### src/rtl/rmw_seq_pkg.sv
// Shared types for the read-modify-write sequencer.
package rmw_seq_pkg;

    // Phase of the data portion of a read-modify-write access.
    typedef enum logic [1:0] {
        PH_IDLE   = 2'd0,  // no sequence in progress
        PH_FETCH  = 2'd1,  // first read of the operand
        PH_MID    = 2'd2,  // dead cycle: echo write (legacy) or reread (modern)
        PH_COMMIT = 2'd3   // final write of the ALU result
    } rmw_phase_e;

endpackage

### src/rtl/rmw_phase_ctrl.sv
// Phase controller: steps through fetch, mid and commit, captures the mode
// at start and raises done after commit.
// Assumes: start is taken only in PH_IDLE; rdy stalls read cycles only.
module rmw_phase_ctrl
    import rmw_seq_pkg::*;
(
    input  logic       clk,
    input  logic       rst_n,
    input  logic       start,
    input  logic       mode_legacy,
    input  logic       rdy,
    output rmw_phase_e phase,
    output logic       legacy_q,
    output logic       accept,
    output logic       capture,
    output logic       done
);

    rmw_phase_e phase_nx;

    // Purpose: a start is accepted only when no sequence runs.
    always_comb accept = start && (phase == PH_IDLE);

    // Purpose: the operand is latched when the first read completes.
    always_comb capture = (phase == PH_FETCH) && rdy;

    // Purpose: next-phase selection; only read cycles wait on rdy.
    always_comb begin
        phase_nx = phase;
        unique case (phase)
            PH_IDLE:   if (start) phase_nx = PH_FETCH;
            PH_FETCH:  if (rdy) phase_nx = PH_MID;
            PH_MID:    if (legacy_q || rdy) phase_nx = PH_COMMIT;
            PH_COMMIT: phase_nx = PH_IDLE;
            default:   phase_nx = PH_IDLE;
        endcase
    end

    // Purpose: phase, mode and done registers with synchronous reset.
    always_ff @(posedge clk) begin
        if (!rst_n) begin
            phase    <= PH_IDLE;
            legacy_q <= 1'b0;
            done     <= 1'b0;
        end else begin
            phase <= phase_nx;
            done  <= (phase == PH_COMMIT);
            if (accept) legacy_q <= mode_legacy;
        end
    end

    AST_COMMIT_NO_STALL: assert property (@(posedge clk) disable iff (!rst_n)
        (phase == PH_COMMIT) |=> (phase == PH_IDLE) && done);

    AST_LEGACY_MID_NO_STALL: assert property (@(posedge clk) disable iff (!rst_n)
        (phase == PH_MID && legacy_q) |=> (phase == PH_COMMIT));

    AST_MODE_STABLE: assert property (@(posedge clk) disable iff (!rst_n)
        (phase != PH_IDLE && $past(phase) != PH_IDLE) |-> $stable(legacy_q));

endmodule

### src/rtl/rmw_operand_hold.sv
// Operand and address store: keeps the effective address from start and the
// byte from the first read, for the whole sequence.
// Assumes: accept and capture never coincide (different phases).
module rmw_operand_hold #(
    parameter int ADDR_W = 16,
    parameter int DATA_W = 8
) (
    input  logic              clk,
    input  logic              rst_n,
    input  logic              accept,
    input  logic [ADDR_W-1:0] start_addr,
    input  logic              capture,
    input  logic [DATA_W-1:0] rd_data,
    output logic [ADDR_W-1:0] addr_q,
    output logic [DATA_W-1:0] operand_q
);

    // Purpose: hold the effective address from an accepted start.
    always_ff @(posedge clk) begin
        if (!rst_n)      addr_q <= '0;
        else if (accept) addr_q <= start_addr;
    end

    // Purpose: hold the operand from the first read only.
    always_ff @(posedge clk) begin
        if (!rst_n)       operand_q <= '0;
        else if (capture) operand_q <= rd_data;
    end

    AST_OPERAND_FROM_BUS: assert property (@(posedge clk) disable iff (!rst_n)
        capture |=> (operand_q == $past(rd_data)));

endmodule

### src/rtl/rmw_bus_drive.sv
// Bus driver: derives address, write data, read/write and lock from the phase.
// Assumes: addr_q and operand_q are stable during a sequence.
module rmw_bus_drive
    import rmw_seq_pkg::*;
#(
    parameter int ADDR_W = 16,
    parameter int DATA_W = 8
) (
    input  rmw_phase_e        phase,
    input  logic              legacy_q,
    input  logic [ADDR_W-1:0] addr_q,
    input  logic [DATA_W-1:0] operand_q,
    input  logic [DATA_W-1:0] alu_result,
    output logic [ADDR_W-1:0] bus_addr,
    output logic [DATA_W-1:0] wr_data,
    output logic              rw_n,
    output logic              lock_n
);

    logic echo_wr;

    // Purpose: the mid cycle becomes a write only in legacy mode.
    always_comb echo_wr = (phase == PH_MID) && legacy_q;

    // Purpose: all cycles address the captured effective address.
    always_comb bus_addr = addr_q;

    // Purpose: read/write strobe and lock marker per phase.
    always_comb begin
        rw_n   = !(echo_wr || (phase == PH_COMMIT));
        lock_n = (phase == PH_IDLE);
    end

    // Purpose: echo the operand in the dead write, the ALU value in commit.
    always_comb begin
        if (phase == PH_COMMIT) wr_data = alu_result;
        else if (echo_wr)       wr_data = operand_q;
        else                    wr_data = '0;
    end

endmodule

### src/rtl/rmw_seq_unit.sv
// Read-modify-write sequencer top: runs the three data-phase cycles against
// one effective address, in legacy (read, write, write) or modern
// (read, read, write) order.
// Assumes: the ALU derives alu_result combinationally from operand.
module rmw_seq_unit
    import rmw_seq_pkg::*;
#(
    parameter int ADDR_W = 16,
    parameter int DATA_W = 8
) (
    input  logic              clk,
    input  logic              rst_n,
    input  logic              start,
    input  logic [ADDR_W-1:0] start_addr,
    input  logic              mode_legacy,
    input  logic              rdy,
    input  logic [DATA_W-1:0] rd_data,
    input  logic [DATA_W-1:0] alu_result,
    output logic [ADDR_W-1:0] bus_addr,
    output logic [DATA_W-1:0] wr_data,
    output logic              rw_n,
    output logic              lock_n,
    output logic [DATA_W-1:0] operand,
    output logic              busy,
    output logic              done
);

    rmw_phase_e        phase;
    logic              legacy_q;
    logic              accept;
    logic              capture;
    logic [ADDR_W-1:0] addr_q;

    rmw_phase_ctrl u_ctrl (
        .clk        (clk),
        .rst_n      (rst_n),
        .start      (start),
        .mode_legacy(mode_legacy),
        .rdy        (rdy),
        .phase      (phase),
        .legacy_q   (legacy_q),
        .accept     (accept),
        .capture    (capture),
        .done       (done)
    );

    rmw_operand_hold #(.ADDR_W(ADDR_W), .DATA_W(DATA_W)) u_hold (
        .clk       (clk),
        .rst_n     (rst_n),
        .accept    (accept),
        .start_addr(start_addr),
        .capture   (capture),
        .rd_data   (rd_data),
        .addr_q    (addr_q),
        .operand_q (operand)
    );

    rmw_bus_drive #(.ADDR_W(ADDR_W), .DATA_W(DATA_W)) u_drive (
        .phase     (phase),
        .legacy_q  (legacy_q),
        .addr_q    (addr_q),
        .operand_q (operand),
        .alu_result(alu_result),
        .bus_addr  (bus_addr),
        .wr_data   (wr_data),
        .rw_n      (rw_n),
        .lock_n    (lock_n)
    );

    // Purpose: busy flags any phase other than idle.
    always_comb busy = (phase != PH_IDLE);

    AST_ADDR_HELD: assert property (@(posedge clk) disable iff (!rst_n)
        (!lock_n && $past(!lock_n)) |-> $stable(bus_addr));

    AST_LOCK_OPENS_READ: assert property (@(posedge clk) disable iff (!rst_n)
        $fell(lock_n) |-> rw_n);

    AST_DEAD_WRITE_ECHO: assert property (@(posedge clk) disable iff (!rst_n)
        (phase == PH_MID && !rw_n) |-> (wr_data == $past(rd_data)));

    AST_READ_STALL_HOLD: assert property (@(posedge clk) disable iff (!rst_n)
        (!lock_n && rw_n && !rdy) |=> ($stable(bus_addr) && !lock_n && rw_n));

    AST_START_IGNORED: assert property (@(posedge clk) disable iff (!rst_n)
        (start && busy) |=> $stable(bus_addr));

    AST_DONE_AFTER_WRITE: assert property (@(posedge clk) disable iff (!rst_n)
        done |-> ($past(!rw_n) && $past(!lock_n)));

endmodule

### config.mk
export PLATFORM = sky130hd
export DESIGN_NAME = rmw_seq_unit
export DESIGN_NICKNAME = d
export VERILOG_FILES = /design/src/rtl/rmw_seq_pkg.sv /design/src/rtl/rmw_phase_ctrl.sv /design/src/rtl/rmw_operand_hold.sv /design/src/rtl/rmw_bus_drive.sv /design/src/rtl/rmw_seq_unit.sv
export SDC_FILE = /design/constraint.sdc
export NUM_CORES = 1
export LEC_CHECK = 0
export ABC_CLOCK_PERIOD_IN_PS = 1600
export BUFFER_PORTS_ARGS = -buffer_cell sky130_fd_sc_hd__clkbuf_2
export CAP_MARGIN = 10
export CORE_MARGIN = 5
export CORE_UTILIZATION = 43
export CTS_CLUSTER_DIAMETER = 150
export DETAILED_ROUTE_END_ITERATION = 8
export MAX_ROUTING_LAYER = met4
export PLACE_DENSITY = 0.78
export RECOVER_POWER = 100
export SYNTH_ARGS = -nofsm -noshare
export SYNTH_HDL_FRONTEND = slang
export SYNTH_SLANG_ARGS = --single-unit
### constraint.sdc
create_clock -name clk -period 1.6 [get_ports clk]
set_input_delay 0.08 -clock clk [delete_from_list [all_inputs] [get_ports clk]]
set_output_delay 0.08 -clock clk [all_outputs]
set_load 0.01 [all_outputs]
Yosys cells after proc, flatten, opt, wreduce, memory -nomap -nowiden
Index checks and enable logic that the tools add are counted.
Widths: inputs -> output; s select.
{"block": "totals", "register_bits": 28, "latchBits": 0, "ramBits": 0, "rom_bits": 0, "input_bits": 37, "output_inout_bits": 36, "n_memories": 0}
{"block": "classes", "n_addsub": 0, "mul": 0, "div_mod_pow": 0, "magnitude_cmp": 0, "eq_ne": 6, "n_shift": 0, "muxes": 6, "bitwise_logic": 0, "n_reduce_logical": 9}
{"op": "$mux 8", "n": 2}
{"op": "$pmux 2 s4", "n": 1}
{"op": "$mux 2", "n": 3}
{"op": "$eq 2x2->1 const B", "n": 2}
{"op": "$ne 2x2->1 const B", "n": 2}
{"op": "$logic_and 1x1->1", "n": 3}
{"op": "$reduce_and 3->1", "n": 1}
{"op": "$eq 2x1->1 const B", "n": 1}
{"op": "$logic_not 2->1", "n": 1}
{"op": "$logic_or 1x1->1", "n": 2}
{"op": "$ne 2x1->1 const B", "n": 1}
{"op": "$reduce_bool 2->1", "n": 1}
{"op": "$logic_not 1->1", "n": 1}

Depth between registers and ports, before layout
Gate-level depths: netlist (run 1).
{"block": "logic_depth", "depth_word": 4, "depth_mapped": 7}

Modules after synthesis
Synthesis (run 1) repeated with hierarchy kept, for this count alone.
{"block": "hier_totals", "hier_cells": 133, "hier_area_um2": 1403.8}
{"mod": "rmw_operand_hold", "n_inst": 1, "cells_per_inst": 77, "area_each_um2": 917.1, "seq_area_each_um2": 480.5}
{"mod": "rmw_bus_drive", "n_inst": 1, "cells_per_inst": 31, "area_each_um2": 241.5, "seq_area_each_um2": 0.0}
{"mod": "rmw_phase_ctrl", "n_inst": 1, "cells_per_inst": 24, "area_each_um2": 239.0, "seq_area_each_um2": 80.1}
{"mod": "rmw_seq_unit", "n_inst": 1, "cells_per_inst": 1, "area_each_um2": 6.3, "seq_area_each_um2": 0.0}

Least setup slack after synthesis (run 1)
OpenSTA, ideal clock, no wires.
{"block": "synth_timing", "kind": "reg-to-reg", "startpoint": "reg u_ctrl.phase[0]", "endpoint": "reg u_ctrl.legacy_q", "setup_time_ns": 0.118, "t_arrival_ns": 1.216, "t_required_ns": 1.482, "setup_slack_ns": 0.266, "stages_incl_launch_ff": 8, "period_less_slack_ns": 1.334, "path_cell_list": "dfxtp_1 inv_1 ha_1 and2_1 buf_6 buf_8 nand2_1 a21boi_2"}
{"block": "synth_via", "elab_chain_len": 2}
{"item": "start, declared", "line_no": "rmw_phase_ctrl.sv:12", "source": "output rmw_phase_e phase,"}
{"item": "start signal, assigned", "line_no": "rmw_phase_ctrl.sv:46", "source": "phase <= phase_nx;"}
{"item": "$logic_not 2->1"}
{"item": "net lock_n", "line_no": "rmw_seq_unit.sv:22", "source": "output logic lock_n,"}
{"item": "$logic_and 1x1->1", "line_no": "rmw_phase_ctrl.sv:22", "source": "always_comb accept = start && (phase == PH_IDLE);"}
{"item": "end signal, assigned", "line_no": "rmw_phase_ctrl.sv:48", "source": "if (accept) legacy_q <= mode_legacy;"}
{"item": "end, declared", "line_no": "rmw_phase_ctrl.sv:13", "source": "output logic legacy_q,"}
The timed path passes the listed nets, and every way through them passes these cells.
A chain may end at the register's enable or synchronous reset.

Worst setup path in the final report (run 1)
{"block": "layout_timing", "startpoint": "reg u_ctrl.phase[0]", "endpoint": "out wr_data[7]"}
{"block": "layout_via", "elab_chain_len": 4}
{"item": "$eq 2x2->1", "line_no": "rmw_bus_drive.sv:23", "source": "always_comb echo_wr = (phase == PH_MID) && legacy_q;"}
{"item": "$logic_and 1x1->1", "line_no": "rmw_bus_drive.sv:23"}
{"item": "$mux 8", "line_no": "rmw_bus_drive.sv:37", "source": "else if (echo_wr) wr_data = operand_q;"}
{"item": "$mux 8 *", "line_no": "rmw_bus_drive.sv:36", "source": "if (phase == PH_COMMIT) wr_data = alu_result;"}
{"item": "end, declared", "line_no": "rmw_seq_unit.sv:20", "source": "output logic [DATA_W-1:0] wr_data,"}
Mark *: on every way between the ends. The rest lies on a longest branch, timed or not.

==> results.py, run 1 <==
metrics = {
    "setup_path": {
        "crit_cells": 5,
        "cp-start-kind": "flop",
        "required_ps": 1520,
        "crit_path_top_delay_cell": "dfxtp_4",
        "crit_path_max_fanout": 5,
        "crit_buf_inv": 2,
        "slowest_delay_ps": 390,
        "path_class": "reg -> out",
        "cp_top_family": "flip-flops",
        "cp_cell_sequence": "ha_4 > buf_4 > a21oi_4 > nor2_1 > clkbuf_2",
        "cp.arrival_ps": 1450,
        "worstSetupEndpointType": "primary output",
        "reg2reg_depth": 6,
    },
    "yosys": {
        "synth_ff_type": "dfxtp_1",
        "synth_area_per_cell_um2": 8.83,
        "synth.distinct_cells": 21,
        "syn_nets": 190,
        "yosys_warnings": 0,
        "seq_area_frac_synth_pct": 42.6,
        "synthCells": 149,
        "synth_area_um2": 1320,
        "synth-seq-cells": 28,
        "synth_edf_count": 0,
        "synthArstFlopShare_pct": 0,
    },
    "sta": {
        "max_clock_freq_mhz": 656,
        "skew_ps": 5.80,
        "tns_ps": 0,
        "period_needed_ps": 1530,
        "slew_violations": 0,
        "slew_headroom_pct": 68.5,
        "worst_slack_ps": 74.6,
        "setup_viol": 0,
        "hold_viol": 0,
        "fin_crit_sh_pct": 95.3,
        "tightest_slew_ps": 473,
        "grt_setup_unrepaired": "true",
        "hold_ws_ps": 151,
    },
    "cts": {
        "cts_max_path_buffers": 2,
        "cts-htree-levels": 1,
        "cts.sinks": 28,
        "cts_tree": "built",
        "cts_root_buffer": "clkbuf_4",
        "cts_buffers": 3,
        "clkLatencyLatePin_ps": 320,
        "path_clk_slew_ps": 140,
    },
    "final_layout": {
        "fill_cells": 263,
        "final_area_um2": 1990,
        "fin_cells": 279,
        "final_util_pct": 66.3,
        "syn2layout_area_growth_pct": 51.3,
        "nets": 288,
        "multi_input_area_um2": 711,
        "drive_gt1_share_pct": 30.1,
        "regArea_um2": 568,
        "antenna_cells": 0,
    },
    "grt": {
        "grt_usage_pct": 17.5,
        "grt_overflow": 0,
        "grt_max_degree": 30,
        "grt_pass1_vias": 1265,
        "grt_pass1_wl_mm": 5.74,
        "antenna_found_initial": 0,
    },
    "min_path": {
        "min_path_cells": 3,
        "hold_path_class": "in -> reg",
    },
    "die": {
        "die_h_um": 65.3,
        "rows": 20,
        "die_w_um": 65.3,
        "core_um2": 3000,
        "start_util_pct": 43.8,
        "dieArea_um2": 4260,
        "num_io_pins": 73,
    },
    "routing": {
        "vias": 1312,
        "drt-initial-drc-count": 56,
        "route.detailed.drc": 0,
        "drtPass1Iterations": 4,
        "wl_per_cell_um": 12.8,
        "drtAntennaViolNets": 0,
        "vias_per_cell": 4.70,
        "wl_mm": 3.59,
    },
    "placed_design": {
        "placed_area_um2": 1670,
        "pre_cts_slack_ps": 84.3,
        "dp_hpwl_mm": 2.26,
        "place_congestion": 0.706,
        "dp_cells": 247,
        "port_buffers": 72,
    },
    "pwr": {
        "fin_total_pwr_mw": 2.36,
        "cellPowerDensity_nw_per_um2": 1190,
        "ir_worst_vdd_uv": 693,
        "leakage_nw": 0.808,
    },
    "status": {
        "status": "finished clean",
    },
    "run": {
        "drv_cap": 0,
    },
}
## state kept, by name (all words and copies together), names as in the netlist
register          count
u_ctrl.legacy_q       1
u_ctrl.done           1
u_hold.operand_q      8
u_ctrl.phase          2
u_hold.addr_q        16
## synthesized netlist by cell type (2+ instances only)
library cell | n | area, um2
buf_2 | 6 | 30.0
nor2b_1 | 2 | 12.5
a21boi_2 | 10 | 113
nor2_1 | 8 | 30.0
dfxtp_1 | 28 | 561
inv_1 | 3 | 11.3
and2_1 | 2 | 12.5
a21boi_0 | 15 | 113
mux2i_1 | 9 | 90.1
nand2_1 | 45 | 169
ha_1 | 4 | 50.1
nand3_1 | 8 | 40.0
## path summary, 6_finish.rpt
| check | endpoint | from | slack (ps) |
|---|---|---|---|
| setup / recovery | wr_data[7] | u_ctrl.phase[0] | 70 |
| hold / removal | u_hold.operand_q[6] | rdy | 150 |
| setup reg to reg | u_hold.addr_q[5] | u_ctrl.phase[0] | 150 |
| hold reg to reg | u_hold.addr_q[12] | u_hold.addr_q[12] | 470 |
## kinds of logic (layout without fill, tap and decap cells)
family	count (synthesis)	count (layout)	share of synthesized area, %
mux	9	9	6.85
flops	28	28	42.6
fa+ha+maj	4	4	3.81
compound gates	28	29	19.0
buf+inv	12	108	5.42
simple gates	68	68	22.3
## worst register-to-register path, cell delays in order, from the launching register on
cell	delay, ps
dfxtp_4	400
inv_1	60
ha_1	240
buf_4	160
nand2_2	240
nand2_1	130
a21boi_2	160
## placed cells by master (no fill, tap or decap), drive strengths merged
cell type	n
dlygate4sd3	25
buf	4
nor2	8
nor3	1
nor2b	2
o31a	1
a21oi	2
o21a	1
and2	2
dfxtp	28
inv	3
nor3b	1
nand2	46
nand3	8
mux2i	9
clkbuf	76
ha	4
a21boi	25
## layer usage
layer | global-route usage (%) | vias up | part of all wire [%]
met1 | 19.5 | 575 | 42
met2 | 31.5 | 50 | 50
li1 | - | 683 | -
met4 | 5.96 | 0 | 0.95
met5 | - | - | 0
met3 | 3.08 | 4 | 7.1
## power breakdown
part | internal [mW] | switching [mW] | total [mW]
Sequential | 0.849 | 0.108 | 0.957
Combinational | 0.464 | 0.605 | 1.07
Clock | 0.139 | 0.198 | 0.337
## repair_timing
item	4_1_cts	5_1_grt
resized for setup	6	4
setup buffers	0	2
endpoints found under the setup margin	9	26
endpoints found under the hold margin	25	0
hold buffers	25	0
pin swaps	1	1
cloned	1	0
## final cells by class
cell class,instances,area share (%)
Clock buffer,4,1.82
Multi-Input combinational cell,110,35.7
Tap cell,33,2.08
Inverter,3,0.566
Sequential cell,28,28.6
Timing Repair Buffer,101,31.3
(Power assumes the default switching activity.)
==> run 2, diff against run 1 <==
- ABC_AREA: not set -> 1
- CORE_UTILIZATION: 43 -> 42
- REMOVE_ABC_BUFFERS: not set -> 1
==> run 2 against run 1 <==
Clock power about the same. Sequential share of layout area increased by 3.0 points. Global-route usage decreased by 0.81 points. Count of clock-buffer cells in the layout unchanged. Critical path type unchanged. Largest cell class unchanged. Sequential power increased by 4%.
==> results.py, run 2 <==
metrics = {
    "yosys": {
        "synthArstFlopShare_pct": 0,
        "yosys-top-cells-area": "dfxtp_1 (47%), nor2_1 (16%), o21ai_0 (12%)",
        "post-synth-top-count-cell": "nor2_1",
        "synth_commonest_cells": "nor2_1 (52), o21ai_0 (29), dfxtp_1 (28)",
        "synth_ff_type": "dfxtp_1",
        "synthCells": 166,
        "synth.distinct_cells": 18,
        "yosys_warnings": 0,
        "synth_top_cell_by_area": "dfxtp_1",
        "synth-seq-cells": 28,
        "seq_area_frac_synth_pct": 46.5,
        "synth_area_per_cell_um2": 7.26,
        "synth_area_um2": 1200,
        "synth_top_area_share_pct": 46.5,
        "synth_edf_count": 0,
    },
    "min_path": {
        "hp-start": "rd_data[3]",
        "min_path_cells": 3,
        "hold_path_class": "in -> reg",
        "hold-path-endpoint": "u_hold.operand_q[3]",
    },
    "final_layout": {
        "nets": 299,
        "final_util_pct": 64.7,
        "drive_gt1_share_pct": 21.4,
        "reg_top3": "u_hold.addr_q x16, u_hold.operand_q x8, u_ctrl.phase x2",
        "fin_cells": 288,
        "final_cell_mix": "nor2_1 (52), clkbuf_2 (42), clkbuf_1 (30)",
        "antenna_cells": 0,
        "syn2layout_area_growth_pct": 48.0,
        "regMostFlops": "u_hold.addr_q",
        "largest_reg_flops": 16,
        "final_common_cell": "nor2_1",
    },
    "grt": {
        "antenna_found_initial": 0,
        "grt_pass1_vias": 1242,
        "grt_usage_pct": 16.7,
        "grt_overflow": 0,
        "grt_max_degree": 29,
        "grt_pass1_wl_mm": 5.46,
    },
    "setup_path": {
        "reg2reg_depth": 6,
        "path_class": "reg -> out",
        "required_ps": 1520,
        "regToRegStartpoint": "u_ctrl.phase[0]",
        "cp.arrival_ps": 1400,
        "cp-start-kind": "flop",
        "rr_endpoint": "u_hold.addr_q[11]",
        "crit_path_max_fanout": 8,
        "r2r_slack_ps": 190,
        "worstSetupEndpointType": "primary output",
    },
    "cts": {
        "cts_root_buffer": "clkbuf_4",
        "path_clk_slew_ps": 150,
        "cts_buffers": 3,
        "cts-htree-levels": 1,
        "cts_tree": "built",
        "cts_max_path_buffers": 2,
        "clkLatencyLatePin_ps": 320,
        "post_cts_buffers": 0,
        "cts.sinks": 28,
    },
    "routing": {
        "drtPass1Iterations": 4,
        "route.detailed.drc": 0,
        "wl_mm": 3.33,
        "vias_per_cell": 4.62,
        "drt-initial-drc-count": 35,
        "drtAntennaViolNets": 0,
        "wl_per_cell_um": 11.5,
        "vias": 1330,
    },
    "pwr": {
        "ir_worst_vdd_uv": 876,
        "leakage_nw": 0.828,
        "cellPowerDensity_nw_per_um2": 1340,
    },
    "die": {
        "num_io_pins": 73,
        "core_um2": 2760,
        "dieArea_um2": 4040,
        "die_h_um": 63.6,
        "die_w_um": 63.6,
        "rows": 19,
        "start_util_pct": 43.7,
    },
    "sta": {
        "fin_crit_sh_pct": 92.5,
        "hold_ws_ps": 4.95,
        "period_needed_ps": 1480,
        "hold_viol": 0,
        "slew_headroom_pct": 69.4,
        "slew_violations": 0,
        "skew_ps": 7.01,
        "tightest_slew_ps": 460,
        "grt_setup_unrepaired": "false",
        "max_clock_freq_mhz": 676,
        "setup_viol": 0,
        "tns_ps": 0,
    },
    "placed_design": {
        "port_buffers": 72,
        "dp_cells": 264,
        "place_congestion": 0.733,
        "dp_hpwl_mm": 2.29,
    },
    "run": {
        "drv_cap": 0,
    },
    "status": {
        "status": "finished clean",
    },
}
run 2: cell count changes after synthesis, moves of 6 or more:
| cell | delta |
|---|---|
| nor2_1 | +44 |
| o21ai_0 | +29 |
| nand2_1 | -20 |
| a21boi_0 | -15 |
| a21boi_2 | -10 |
| mux2i_1 | -9 |
| inv_1 | +7 |
| nand3_1 | -6 |
run 2: routing by layer:
metal	track usage, %	vias to the layer above	part of all wire, %
li1	-	705	-
met1	20.5	558	43
met2	26.9	65	47
met3	4.44	2	9.9
met4	4.68	0	0.39
met5	-	-	0
run 2: cells by family after synthesis:
kind of cell    Yosys count  share of synthesized area (%)
flops                    28                           46.5
simple gates             82                           26.8
fa+ha+maj                 4                           4.15
compound gates           35                           14.5
buf+inv                  17                           8.00
run 2: critical path, stage by stage, from the launching register on:
cell	delay [ps]
dfxtp_1	360
inv_1	130
ha_4	180
nand2_4	90
o21ai_0	170
clkbuf_2	150
run 2: power breakdown:
group          total [mW]  switching (mW)  internal [mW]  leakage [nW]
combinational        1.06           0.657          0.401         0.576
sequential           1.00           0.120          0.883         0.231
clock               0.337           0.197          0.139        0.0210
run 2: final cells by class:
| cell class | instances | area [um2] |
|---|---|---|
| clock buffers | 4 | 36.3 |
| multi-input cells | 121 | 572 |
| flip-flops and latches | 28 | 562 |
| fillers | 265 | 975 |
| well taps | 31 | 38.8 |
| repair buffers | 93 | 531 |
| inverters | 11 | 43.8 |
run 2: metrics by stage:
step	power [mW]	area, um2	worst slack (ps)
2_1_floorplan	1.66	1150	406
3_3_place_gp	2.03	1560	323
3_5_place_dp	2.06	1560	263
4_1_cts	2.44	1780	12.0
5_1_grt	2.63	1780	17.4
6_report	2.40	1780	120
run 2: worst max-delay path by stage:
stage,from,endpoint,slack [ps],cells after the start
after floorplan,u_ctrl.phase[0],wr_data[0],410,4
after detailed placement,u_ctrl.phase[1],u_hold.addr_q[11],260,6
after CTS,u_ctrl.phase[0],wr_data[0],10,5
final,u_ctrl.phase[0],wr_data[7],120,5
after global placement,u_ctrl.phase[0],u_hold.addr_q[9],320,6
after global routing,u_ctrl.phase[1],wr_data[6],20,5
run 2: what timing repair did:
| item | CTS | global route |
|---|---|---|
| resized for setup | 1 | 13 |
| endpoints found under the setup margin | 8 | 8 |
| endpoints found under the hold margin | 18 | 2 |
| hold buffers | 18 | 2 |
| pin swaps | 0 | 0 |
